File: src/rtl/flash_wprot_pkg.sv
package flash_wprot_pkg;
  parameter int ADDR_W    = 16;
  parameter int PAGE_LOG2 = 9;
  localparam int SEL_W    = ADDR_W - PAGE_LOG2;
  localparam int SET_W    = SEL_W + 1;

  // Layout matters: upper bits are the boundary select, bit 0 turns protection off.
  typedef struct packed {
    logic [SEL_W-1:0] sel;
    logic             off;
  } prot_set_t;
endpackage

File: src/rtl/wprot_rst_sync.sv
module wprot_rst_sync #(
  parameter int STAGES = 2
) (
  input  logic clk,
  input  logic rst_n,
  output logic rst_sync_n
);
  logic [STAGES-1:0] sync_q;

  always_ff @(posedge clk or negedge rst_n) begin
    if (!rst_n) sync_q <= '0;
    else        sync_q <= {sync_q[STAGES-2:0], 1'b1};
  end

  assign rst_sync_n = sync_q[STAGES-1];
endmodule

File: src/rtl/wprot_set_reg.sv
module wprot_set_reg
  import flash_wprot_pkg::*;
(
  input  logic      clk,
  input  logic      rst_n,
  input  prot_set_t nv_i,
  input  logic      sw_wr_i,
  input  logic      dbg_wr_i,
  input  prot_set_t dbg_data_i,
  output prot_set_t set_o,
  output logic      pending_o
);
  prot_set_t set_q, set_d;
  logic      pend_q, pend_d;
  logic      set_en;

  // Software writes are deliberately not a term of the enable.
  assign set_en = pend_q | dbg_wr_i;

  always_comb begin
    set_d  = set_q;
    pend_d = pend_q;
    if (pend_q) begin
      set_d  = nv_i;
      pend_d = 1'b0;
    end else if (dbg_wr_i) begin
      set_d = dbg_data_i;
    end
  end

  always_ff @(posedge clk or negedge rst_n) begin
    if (!rst_n) begin
      set_q  <= '1;
      pend_q <= 1'b1;
    end else begin
      if (set_en) set_q <= set_d;
      pend_q <= pend_d;
    end
  end

  assign set_o     = set_q;
  assign pending_o = pend_q;

  // load captures the nonvolatile byte
  a_r5_load_nv: assert property (@(posedge clk) disable iff (!rst_n)
    pend_q |=> (set_q == $past(nv_i)));
  // load happens once per reset
  a_r5_load_once: assert property (@(posedge clk) disable iff (!rst_n)
    !pend_q |=> !pend_q);
  // software writes leave the setting untouched
  a_r7_sw_ignored: assert property (@(posedge clk) disable iff (!rst_n)
    (sw_wr_i && !dbg_wr_i && !pend_q) |=> $stable(set_q));
  // debug write lands on the next edge
  a_r8_dbg_write: assert property (@(posedge clk) disable iff (!rst_n)
    (dbg_wr_i && !pend_q) |=> (set_q == $past(dbg_data_i)));
endmodule

File: src/rtl/wprot_addr_cmp.sv
module wprot_addr_cmp
  import flash_wprot_pkg::*;
(
  input  logic [SEL_W-1:0] page_i,
  input  prot_set_t        set_i,
  output logic             in_window_o
);
  // An address is past the last writable byte exactly when its page index exceeds the select.
  always_comb begin
    in_window_o = !set_i.off && (page_i > set_i.sel);
  end
endmodule

File: src/rtl/flash_wprot.sv
module flash_wprot
  import flash_wprot_pkg::*;
#(
  parameter int SYNC_STAGES = 2
) (
  input  logic              clk,
  input  logic              rst_n,
  input  logic [SET_W-1:0]  nv_prot_i,
  input  logic              sw_wr_i,
  input  logic [SET_W-1:0]  sw_wdata_i,
  input  logic              dbg_wr_i,
  input  logic [SET_W-1:0]  dbg_wdata_i,
  input  logic              acc_valid_i,
  input  logic              acc_is_mod_i,
  input  logic [ADDR_W-1:0] acc_addr_i,
  output logic              violation_o
);
  logic      rst_sync_n;
  prot_set_t set_cur;
  logic      pending;
  logic      in_window;
  logic      sw_unused;

  assign sw_unused = ^sw_wdata_i;

  wprot_rst_sync #(.STAGES(SYNC_STAGES)) u_rst_sync (
    .clk        (clk),
    .rst_n      (rst_n),
    .rst_sync_n (rst_sync_n)
  );

  wprot_set_reg u_set_reg (
    .clk        (clk),
    .rst_n      (rst_sync_n),
    .nv_i       (prot_set_t'(nv_prot_i)),
    .sw_wr_i    (sw_wr_i),
    .dbg_wr_i   (dbg_wr_i),
    .dbg_data_i (prot_set_t'(dbg_wdata_i)),
    .set_o      (set_cur),
    .pending_o  (pending)
  );

  wprot_addr_cmp u_addr_cmp (
    .page_i      (acc_addr_i[ADDR_W-1:PAGE_LOG2]),
    .set_i       (set_cur),
    .in_window_o (in_window)
  );

  // Before the load completes the request is refused (fail-safe).
  assign violation_o = acc_valid_i && acc_is_mod_i && (pending || in_window);

  // reads are never refused
  a_r4_read_clean: assert property (@(posedge clk) disable iff (!rst_sync_n)
    (acc_valid_i && !acc_is_mod_i) |-> !violation_o);
  // no request, no flag
  a_r10_idle_clean: assert property (@(posedge clk) disable iff (!rst_sync_n)
    !acc_valid_i |-> !violation_o);
  // the lowest page is writable once loaded
  a_r9_low_page: assert property (@(posedge clk) disable iff (!rst_sync_n)
    (!pending && acc_addr_i[ADDR_W-1:PAGE_LOG2] == '0) |-> !violation_o);
endmodule

File: config.mk
export PLATFORM = sky130hd
export DESIGN_NAME = flash_wprot
export DESIGN_NICKNAME = d
export VERILOG_FILES = /design/src/rtl/flash_wprot_pkg.sv /design/src/rtl/wprot_rst_sync.sv /design/src/rtl/wprot_set_reg.sv /design/src/rtl/wprot_addr_cmp.sv /design/src/rtl/flash_wprot.sv
export SDC_FILE = /design/constraint.sdc
export NUM_CORES = 1
export LEC_CHECK = 0
export ABC_AREA = 1
export BUFFER_PORTS_ARGS = -buffer_cell sky130_fd_sc_hd__buf_2
export CORE_MARGIN = 5
export CORE_UTILIZATION = 36
export CTS_CLUSTER_SIZE = 25
export DETAILED_ROUTE_END_ITERATION = 8
export HOLD_SLACK_MARGIN = 0.05
export PLACE_DENSITY = 0.73
export SLEW_MARGIN = 20
export SYNTH_ARGS = -nofsm -noshare
export SYNTH_HDL_FRONTEND = slang
export SYNTH_SLANG_ARGS = --single-unit
File: constraint.sdc
create_clock -name clk -period 1.5 [get_ports clk]
set_input_delay 0.3 -clock clk [delete_from_list [all_inputs] [get_ports clk]]
set_output_delay 0.3 -clock clk [all_outputs]
set_load 0.02 [all_outputs]
==> impl_results.md <==
- Die height: 54.2 um
- Data arrival time of the worst path: 1700 ps
- Total power: 0.000798 W
- Worst hold stages: 3
- Register area share after synthesis: 40.7%
- WS Path Type: reg -> out
- CTS tree: built
- Synth warn: 0
- Mapped Cells: 83
- CTS root buffer: clkbuf_4
- Crit-path most repeated cell: nand2_1
- DR WL/cell: 10.1 um
- Distinct cells, synth: 15
- FF-to-FF Start: u_set_reg.pending_o
- Setup Viol. Count Final: 1
- Via count: 632
- Lkg Pwr: 0.533 nW
- Worst R2R Path Depth: 4
- Required @ worst endpoint: about 1200 ps
- Final GP Congestion: 0.675
- Die span in x: 54.2 um
- Setup Skew: 0.552 ps
- PwrDens: between 700 and 800 mW/mm^2
- Tcrit/Tclk final: 133%
- Iteration-0 DRC Markers: 0
- Final HPWL DP: about 1300 um
- Slowest stage delay, CP: 530 ps
- Crit. End Element: output port
- I/O pins: 47
- End of the worst hold path: u_set_reg.set_o[1]
- Vias per cell: 4.24
- Status: finished, violations left
- RSZ-0062 raised after global routing: yes
- DIE AREA: 0.00294 sq mm
- Clk buf depth: 2
- ANT nets after route: 0
- Max-cap violations: 0
- Worst-path cell chain: inv_2, ha_4, nand2_4, nor2_4, nand2_1, nand2_1, nand2_2, a21oi_4, buf_6
- Final Critical Period: 2000 ps
- Core Rows: 16
- Worst R2R Setup Slack: 410 ps
- Post-Route WL: 1500 um
- Htree depth: 1
- Syn Nets: 136
- Sink Count: 11
- Pin count of the biggest net entering global routing: 10
- #FFs+latches synth: 11
- Initial antenna violation count: 0
- Initial Utilization: 36.7%
- Slowest cell on crit path: dfstp_2
- Worst-path clk slew: approximately 70 ps
- Worst hold path type: in -> reg
- Worst skew pair latency: 260 ps
- CTS Buf Count: 3
- EDFF count, synth: 0
- CP top delay family: flip-flops
- Syn avg cell area: 8.49 sq um
- Setup WS post-layout: -501 ps
- Hold Path Origin: dbg_wdata_i[1]
- Fillcell total: between 150 and 200
- Total GRT Usage: a little under an eighth
- CP startpoint kind: flip-flop
- Remaining Overflow, GRT: 0
- Bufs and invs on worst path: 2
- First-pass GRT wire length: 2460 um
- Final Hold Fails: 0
- Core ar.: 0.00192 sq mm
- Post-synthesis cell area: 704 sq um
- Fin nets: 176
- DRT Pass-1 Iters: 1
- Worst VDD drop: ~0.56 mV
- DRC errors left: 0
- P&R area growth vs syn: 51.3%
- Ys async rst share: between 90% and 100%
- IO Port Bufs: 28
- Slew Limit Fails: 0
- Reg2Reg Capture Point: u_set_reg.set_o[2]
- Share of layout cells above drive strength 1: between 60% and 70%
- Antenna diodes: 0
- Place WS: -278 ps
- Critical-path maximum fanout: 2
- Ys flop type: dfstp_2
- Max Freq: about 500 MHz
- Vias in the first global route: 587
- Failing checks: setup timing
layout by cell type, fill, tap and decap left out:
master	n
a21oi_1	1
conb_1	2
dlygate4sd3_1	1
o211ai_2	6
nor2_1	1
nand2_2	2
dfstp_2	9
ha_4	6
clkbuf_1	1
inv_2	7
nand2_4	1
buf_2	27
a21oi_4	1
buf_6	1
nand2_1	28
nand3_1	3
a21oi_2	2
dfrtp_1	2
ha_1	1
inv_1	8
nor2_4	2
clkbuf_4	3
buf_4	7
worst reg2reg max path, delay by kind of cell (launching register included):
family / cells / cell delay [ps]
buffers and inverters: 2 / 320
DFF: 1 / 550
and+or+nand+nor: 1 / 60
AOI/OAI and AO/OA: 1 / 90
report_power, final:
group	total, W	switching [W]	internal, W
Sequential	0.000352	0.0000147	0.000337
Clock	0.000195	0.0000927	0.000103
Combinational	0.000251	0.000123	0.000128
Total	0.000798	0.000230	0.000568
cells by family after synthesis:
group / after synthesis / share of synthesized area [%]
AND/OR/NAND/NOR: 37 / 21.7
adder cells (fa/ha/maj): 7 / 12.4
other: 2 / 1.07
buffers and inverters: 16 / 9.59
AO/OA/AOI/OAI: 10 / 14.6
flip-flops: 11 / 40.7
final cells by class:
class                           instances  area [sq um]  share of cell area, %
Multi-Input combinational cell         56           454                   42.6
Timing Repair Buffer                   36           209                   19.6
Inverter                               15          56.3                   5.28
Clock buffer                            4          26.3                   2.46
Tap cell                               27          33.8                   3.17
Sequential cell                        11           287                   26.9
stage by stage:
step                      cells  hold slack, ps  cell area [sq um]  utilization (%)  setup TNS [ps]
after floorplan              83            4.41                786                -            -139
after global placement      144            84.6               1000             52.1            -261
after detailed placement    144            88.0               1000             52.1            -278
after CTS                   149             239               1050             54.8            -507
after global routing        149             243               1070             55.5            -571
final                       149             242               1070             55.5            -501
how the worst max path moves through the flow:
| stage | start | slack [ps] | to | cells after the start |
|---|---|---|---|---|
| finish | u_set_reg.set_o[7] | -500 | violation_o | 9 |
| CTS | u_set_reg.set_o[7] | -510 | violation_o | 9 |
| floorplan | u_set_reg.set_o[5] | -140 | violation_o | 8 |
| global route | u_set_reg.set_o[7] | -570 | violation_o | 9 |
| detailed placement | u_set_reg.set_o[4] | -280 | violation_o | 9 |
| global placement | u_set_reg.set_o[4] | -260 | violation_o | 9 |
state kept, by name, indices dropped and copies added (netlist names):
name and count:
u_set_reg.pending_o 1, u_set_reg.set_o 8, u_rst_sync.sync_q 2
per-layer routing:
metal  track usage (%)  share of wire (%)
met5                 0                  0
met4              4.98               0.80
met3              1.91                5.1
met2              19.9                 50
met1              14.7                 44
synthesized netlist by cell type (2+ instances only):
library cell	n	area, sq um
a21oi_1	2	10.0
dfstp_2	9	236
conb_1	2	7.51
inv_1	12	45.0
nand2_1	31	116
inv_2	3	11.3
a21oi_2	2	17.5
o211ai_2	6	75.1
ha_1	7	87.6
dfrtp_1	2	50.1
nand3_1	3	15.0
repair_timing:
| action | CTS | global route |
|---|---|---|
| pin swaps | 2 | 0 |
| hold buffers | 1 | 0 |
| setup buffers | 0 | 0 |
| hold endpoints to repair | 2 | 0 |
| endpoints found under the setup margin | 1 | 1 |
| resized for setup | 4 | 1 |
Note: power is estimated with default switching activity, not from simulation.
